`config.mk`:
```
export PLATFORM = sky130hd
export DESIGN_NAME = blkxfer_seq
export DESIGN_NICKNAME = d
export VERILOG_FILES = /design/src/rtl/blkxfer_pkg.sv /design/src/rtl/blkxfer_mode_map.sv /design/src/rtl/blkxfer_addr_plan.sv /design/src/rtl/blkxfer_pick.sv /design/src/rtl/blkxfer_seq.sv
export SDC_FILE = /design/constraint.sdc
export NUM_CORES = 1
export LEC_CHECK = 0
export CORE_MARGIN = 2
export CORE_UTILIZATION = 38
export DETAILED_ROUTE_END_ITERATION = 10
export DONT_BUFFER_PORTS = 1
export PLACE_DENSITY_LB_ADDON = 0.12
export SETUP_SLACK_MARGIN = 0.1
export SLEW_MARGIN = 20
export SYNTH_ARGS = -nofsm -noshare
export SYNTH_HDL_FRONTEND = slang
export SYNTH_SLANG_ARGS = --single-unit
```
`constraint.sdc`:
```
create_clock -name clk -period 11.9 [get_ports clk]
set_input_delay 3.57 -clock clk [delete_from_list [all_inputs] [get_ports clk]]
set_output_delay 3.57 -clock clk [all_outputs]
set_load 0.02 [all_outputs]
```
`src/rtl/blkxfer_pkg.sv`:
```
package blkxfer_pkg;

   // Resolved address walk; encoding equals direct mode codes 0..3.
   typedef enum logic [1:0] {
      WALK_INC_AFTER  = 2'd0,
      WALK_INC_BEFORE = 2'd1,
      WALK_DEC_AFTER  = 2'd2,
      WALK_DEC_BEFORE = 2'd3
   } walk_e;

endpackage

```
`src/rtl/blkxfer_mode_map.sv`:
```
module blkxfer_mode_map
   import blkxfer_pkg::*;
#(
   parameter bit STACK_EN = 1'b1
) (
   input  logic [2:0] mode,
   input  logic       is_load,
   output walk_e      walk
);

   generate
      if (STACK_EN) begin : g_stack
         // Stack codes: loads take the low bits as is, stores take them inverted.
         assign walk = walk_e'((mode[2] && !is_load) ? ~mode[1:0] : mode[1:0]);
      end else begin : g_direct
         logic unused_mode_bits;
         assign unused_mode_bits = mode[2] ^ is_load;
         assign walk = walk_e'(mode[1:0]);
      end
   endgenerate

endmodule

```
`src/rtl/blkxfer_addr_plan.sv`:
```
module blkxfer_addr_plan
   import blkxfer_pkg::*;
#(
   parameter int ADDR_W     = 32,
   parameter int NREG       = 16,
   parameter int WORD_BYTES = 4
) (
   input  logic [ADDR_W-1:0] base,
   input  logic [NREG-1:0]   mask,
   input  walk_e             walk,
   output logic              none_sel,
   output logic [ADDR_W-1:0] first_addr,
   output logic [ADDR_W-1:0] final_addr
);

   localparam int CNT_W = $clog2(NREG + 1);
   localparam int SH    = $clog2(WORD_BYTES);

   logic [CNT_W-1:0]  cnt;
   logic [ADDR_W-1:0] span;
   logic [ADDR_W-1:0] step;

   always_comb begin
      cnt = '0;
      for (int i = 0; i < NREG; i++) begin
         cnt = cnt + CNT_W'(mask[i]);
      end
   end

   assign none_sel = (cnt == '0);
   assign span     = ADDR_W'(cnt) << SH;
   assign step     = ADDR_W'(WORD_BYTES);

   always_comb begin
      unique case (walk)
         WALK_INC_AFTER: begin
            first_addr = base;
            final_addr = base + span;
         end
         WALK_INC_BEFORE: begin
            first_addr = base + step;
            final_addr = base + span;
         end
         WALK_DEC_AFTER: begin
            first_addr = base - span + step;
            final_addr = base - span;
         end
         default: begin
            first_addr = base - span;
            final_addr = base - span;
         end
      endcase
   end

endmodule

```
`src/rtl/blkxfer_pick.sv`:
```
module blkxfer_pick #(
   parameter int NREG = 16
) (
   input  logic [NREG-1:0]         vec,
   output logic [$clog2(NREG)-1:0] idx,
   output logic                    single
);

   localparam int IDX_W = $clog2(NREG);

   // Lowest set bit wins: scan downward so the last hit is the lowest.
   always_comb begin
      idx = '0;
      for (int i = NREG - 1; i >= 0; i--) begin
         if (vec[i]) idx = IDX_W'(i);
      end
   end

   assign single = ((vec & (vec - NREG'(1))) == '0);

endmodule

```
`src/rtl/blkxfer_seq.sv`:
```
module blkxfer_seq
   import blkxfer_pkg::*;
#(
   parameter int ADDR_W     = 32,
   parameter int NREG       = 16,
   parameter int WORD_BYTES = 4,
   parameter bit STACK_EN   = 1'b1
) (
   input  logic                    clk,
   input  logic                    rst_n,
   input  logic                    cmd_valid,
   output logic                    cmd_ready,
   input  logic [ADDR_W-1:0]       cmd_base,
   input  logic [NREG-1:0]         cmd_mask,
   input  logic [$clog2(NREG)-1:0] cmd_base_idx,
   input  logic                    cmd_load,
   input  logic [2:0]              cmd_mode,
   input  logic                    cmd_wb,
   output logic                    acc_valid,
   input  logic                    acc_ready,
   output logic [$clog2(NREG)-1:0] acc_idx,
   output logic [ADDR_W-1:0]       acc_addr,
   output logic                    acc_load,
   output logic                    done,
   output logic [ADDR_W-1:0]       done_base,
   output logic                    done_wb,
   output logic                    done_err
);

   localparam int IDX_W = $clog2(NREG);

   generate
      if (NREG < 2 || (NREG & (NREG - 1)) != 0) begin : g_bad_nreg
         $error("blkxfer_seq: NREG must be a power of two, at least 2");
      end
      if (WORD_BYTES < 1 || (WORD_BYTES & (WORD_BYTES - 1)) != 0) begin : g_bad_word
         $error("blkxfer_seq: WORD_BYTES must be a power of two");
      end
      if (ADDR_W < 8) begin : g_bad_addr
         $error("blkxfer_seq: ADDR_W must be at least 8");
      end
   endgenerate

   walk_e             walk;
   logic              none_sel;
   logic [ADDR_W-1:0] first_addr;
   logic [ADDR_W-1:0] final_addr;
   logic              illegal;
   logic              accept;
   logic              single;

   logic              run_q;
   logic [NREG-1:0]   rem_q;
   logic [ADDR_W-1:0] addr_q;
   logic              load_q;
   logic [ADDR_W-1:0] pend_base_q;
   logic              pend_wb_q;
   logic              done_q;
   logic [ADDR_W-1:0] done_base_q;
   logic              done_wb_q;
   logic              done_err_q;

   blkxfer_mode_map #(.STACK_EN(STACK_EN)) u_map (
      .mode    (cmd_mode),
      .is_load (cmd_load),
      .walk    (walk)
   );

   blkxfer_addr_plan #(.ADDR_W(ADDR_W), .NREG(NREG), .WORD_BYTES(WORD_BYTES)) u_plan (
      .base       (cmd_base),
      .mask       (cmd_mask),
      .walk       (walk),
      .none_sel   (none_sel),
      .first_addr (first_addr),
      .final_addr (final_addr)
   );

   blkxfer_pick #(.NREG(NREG)) u_pick (
      .vec    (rem_q),
      .idx    (acc_idx),
      .single (single)
   );

   assign cmd_ready = !run_q;
   assign accept    = cmd_valid && cmd_ready;
   assign illegal   = none_sel || (cmd_wb && cmd_mask[cmd_base_idx]);

   always_ff @(posedge clk) begin
      if (!rst_n) begin
         run_q       <= 1'b0;
         rem_q       <= '0;
         addr_q      <= '0;
         load_q      <= 1'b0;
         pend_base_q <= '0;
         pend_wb_q   <= 1'b0;
         done_q      <= 1'b0;
         done_base_q <= '0;
         done_wb_q   <= 1'b0;
         done_err_q  <= 1'b0;
      end else begin
         done_q <= 1'b0;
         if (accept) begin
            load_q <= cmd_load;
            if (illegal) begin
               done_q      <= 1'b1;
               done_err_q  <= 1'b1;
               done_wb_q   <= 1'b0;
               done_base_q <= cmd_base;
            end else begin
               run_q       <= 1'b1;
               rem_q       <= cmd_mask;
               addr_q      <= first_addr;
               pend_base_q <= final_addr;
               pend_wb_q   <= cmd_wb;
            end
         end
         if (run_q && acc_ready) begin
            rem_q  <= rem_q & (rem_q - NREG'(1));
            addr_q <= addr_q + ADDR_W'(WORD_BYTES);
            if (single) begin
               run_q       <= 1'b0;
               done_q      <= 1'b1;
               done_err_q  <= 1'b0;
               done_wb_q   <= pend_wb_q;
               done_base_q <= pend_base_q;
            end
         end
      end
   end

   assign acc_valid = run_q;
   assign acc_addr  = addr_q;
   assign acc_load  = load_q;
   assign done      = done_q;
   assign done_base = done_base_q;
   assign done_wb   = done_wb_q;
   assign done_err  = done_err_q;

endmodule

```
==> reports/qor.csv <==
stage;metric;value;unit
place;DP HPWL;25.90;mm
clocking;Sink Count;118;
finish;ANT cells;0;
worst_setup_path;worst reg2reg path endpoint;done_wb;
clocking;# resized after CTS;0;
detailed_routing;routed vias;9798;
detailed_routing;initial DRC count;750;
worst_setup_path;Crit Path Max Fanout;12;
worst_setup_path;critical path type;input pin to register;
floorplanning;core region area;25330;sq um
yosys;Avg Inst Size Synth;7.348;sq um
grt;grt ovf;0;
clocking;worst skew pair latency;430;ps
detailed_routing;wire per inst;22.18;um
finish;area occupied by multi-input gates;6794;sq um
place;Setup WS pre-CTS;1374;ps
clocking;CTS Buffer Depth;2;
yosys;Synth Area in Adders;5.036;%
finish;Synth-to-Final Area Change;6.091;%
sta;Slew Viols, Final;0;
detailed_routing;1st-pass router iterations;5;
sta;Fin Setup TNS;0;ps
floorplanning;initial core utilization;38.85;%
pwr;Peak VDD IR;0.0001178;V
yosys;post-synthesis simple-gate area fraction;27.06;%
yosys;Primary FF master, synth;dfxtp_1;
clocking;Setup Buffers After CTS;0;
grt;vias in the first global route;9000;
worst_setup_path;Max stage delay on crit path;680;ps
finish;post-route cell area;10440;sq um
pwr;Leakage;3.877;nW
detailed_routing;final WL;35.71;mm
yosys;XOR/XNOR Fraction of Synth Area;6.676;%
clocking;clock-pin slew on the worst setup and hold paths;60;ps
worst_setup_path;R2R Setup Slk;8690;ps
worst_setup_path;CP required;12170;ps
pwr;PwrDens;216.5;nW/um^2
yosys;Synth Area in Compound Gates;25.05;%
finish;commonest cells after routing, fill and taps aside;157 x nor2_1, 157 x nand2_1, 118 x dfxtp_1;
sta;actual slew at the worst max-slew pin;1054;ps
pwr;Power, Total;0.002259;W
clocking;TritonCTS clock tree;yes;
finish;layout cells sized above 1;7.813;%
floorplanning;Top Ports;135;
clocking;Root Driver;clkbuf_16;
yosys;sequential element share of the synthesized area;24.01;%
floorplanning;die width;164.9;um
floorplanning;Die ar.;27200;sq um
sta;fin crit period;10110;ps
grt;largest net degree at the start of global routing;74;
place;routability congestion estimate;0.9404;
outcome;outcome;finished, final reports clean;
grt;antenna violations before repair;1;
grt;first-pass GRT wire length;54.43;mm
flow_run;max_cap viols;0;
grt;GRT Total Usage;26.30;%
yosys;syn_nets;1430;
finish;Reg area;2362;sq um
worst_setup_path;Worst Path Buf+Inv;1;
sta;RSZ-0062 raised after global routing;no;
floorplanning;die height;164.9;um
finish;Core Util, Final;41.22;%
sta;slew margin rel.;29.76;%
yosys;post-synthesis register bit count;118;
worst_setup_path;most used cell, CP;fa_1;
worst_setup_path;CP max-delay cell;xnor2_1;
sta;final hold vios;0;
clocking;Hold Buf Count CTS;0;
sta;Final Cycle Share;84.98;%
clocking;htree depth;4;
finish;nets;1358;
worst_setup_path;reg2reg start;rem_q[8];
sta;Final Skew;16.32;ps
worst_setup_path;crit-path leading delay family;adder cells;
yosys;Post-synth ARST share;0;%
sta;Final setup viols;0;
hold_path;WHS Path Cells;2;
finish;fillcell total;2658;
yosys;Cells after Synth;1339;
yosys;Netlist cell types;91;
yosys;yosys warns;0;
yosys;number of synthesized flops with an enable pin;0;
worst_setup_path;CP Capture Type;register;
place;IO Port Bufs;0;
worst_setup_path;WP data arrival;10380;ps
sta;fin worst setup slack;1788;ps
worst_setup_path;CP Launch Type;input pin;
clocking;Num CTS Buffers;17;
detailed_routing;drc violations;0;
hold_path;Hold Path End;pend_base_q[30];
worst_setup_path;worst-path cell chain;ha_1 -> inv_1 -> fa_1 -> fa_1 -> fa_1 -> fa_1 -> fa_1 -> fa_1 -> nor2b_1 -> o21ai_0 -> ha_1 -> or2_2 -> nor2_2 -> nand4_1 -> xnor2_1 -> and3_1 -> nand4_1 -> or4_1 -> nand3_1 -> a31oi_1;
yosys;synthesized cell area;9839;sq um
detailed_routing;vias per inst;6.086;
sta;Fmax;0.09889;GHz
detailed_routing;antenna viol nets, final;0;
place;dpl cell area;9848;sq um
worst_setup_path;FF-to-FF path depth;7;
floorplanning;row cnt;58;
yosys;main combinational cell family by area after synthesis;simple AND/OR/NAND/NOR gates;
hold_path;hold path start;pend_base_q[30];
hold_path;Hold Crit Class;register to register;
yosys;post-synthesis mux area share;4.921;%
==> cells by family (layout without fill, tap and decap cells) <==
group / Yosys count / count (layout)
multiplexers: 42 / 42
AND/OR/NAND/NOR: 546 / 546
XOR/XNOR: 75 / 75
flip-flops: 118 / 118
adder cells (fa/ha/maj): 33 / 33
AO/OA/AOI/OAI: 375 / 375
buffers and inverters: 150 / 91
==> area by class of cell <==
cell class / count / share of cell area [%]
clock buffer: 19 / 4.243
clock inverter: 13 / 1.414
inverter: 44 / 1.594
multi-input combinational: 1071 / 65.08
sequential: 118 / 22.63
tap: 330 / 3.955
timing repair buffer: 15 / 1.079
==> synthesized netlist by cell type (10+ instances only) <==
master | count | area, sq um
buf_2 | 11 | 55.05
and3_1 | 18 | 112.6
a21oi_1 | 103 | 515.5
o21ai_0 | 69 | 345.3
nor2_1 | 158 | 593.1
nand2_1 | 157 | 589.3
ha_1 | 18 | 225.2
xor2_1 | 34 | 297.8
a22oi_1 | 15 | 112.6
dfxtp_1 | 118 | 2362
nor4_1 | 19 | 118.9
nand2b_1 | 10 | 62.56
o31ai_1 | 15 | 112.6
clkbuf_8 | 11 | 151.4
nor3_1 | 45 | 225.2
inv_1 | 43 | 161.4
fa_1 | 12 | 240.2
mux2i_1 | 36 | 360.4
or3_1 | 14 | 87.58
nand3_1 | 43 | 215.2
clkbuf_1 | 79 | 296.5
xnor2_1 | 41 | 359.1
a211oi_1 | 46 | 345.3
nand4_1 | 16 | 100.1
a31oi_1 | 15 | 93.84
o22ai_1 | 20 | 125.1
a21o_1 | 12 | 90.09
and2_1 | 10 | 62.56
==> metal layers <==
layer / routed length (um) / GRT usage [%]
met2: 16150 / 41.27
met3: 2693 / 7.509
met5: 0 / 0
met1: 15770 / 34.24
met4: 1092 / 9.881
==> where the power goes <==
group          switching (W)  internal, W
Sequential          0.000188     0.000492
Combinational       0.000661     0.000388
Clock               0.000213     0.000316
Total                0.00106      0.00120
==> through the flow <==
step | std cells | hold slack (ps)
after CTS | 1610 | 453.3
after detailed placement | 1578 | 445.6
final | 1610 | 450.0
after global routing | 1610 | 462.4
after floorplan | 1339 | 432.3
after global placement | 1578 | 439.7
==> worst reg2reg max path, cell delays in order, from the launching register on <==
cell and delay, ps:
dfxtp_1 410, nor4_1 740, nand3_1 250, maj3_1 400
or3_2 470, buf_4 300, and3_1 400, o21a_1 150
==> sequential cells by signal (all words and copies together) (netlist names) <==
signal / count
done_wb: 1
done_err: 1
pend_wb_q: 1
acc_valid: 1
acc_load: 1
pend_base_q: 32
done: 1
acc_addr: 32
done_base: 32
rem_q: 16
==> worst max-delay path by stage <==
| stage | slack [ps] | from | depth (start not counted) | endpoint |
|---|---|---|---|---|
| after floorplan | 2150 | cmd_mask[0] | 22 | acc_addr[26] |
| after global placement | 1490 | cmd_mask[0] | 20 | acc_addr[26] |
| after detailed placement | 1370 | cmd_mask[0] | 20 | acc_addr[26] |
| after CTS | 1810 | cmd_mask[0] | 20 | acc_addr[26] |
| after global routing | 1370 | cmd_mask[0] | 20 | acc_addr[26] |
| final | 1790 | cmd_mask[0] | 20 | acc_addr[26] |
Power figures use the tool's default switching activity.
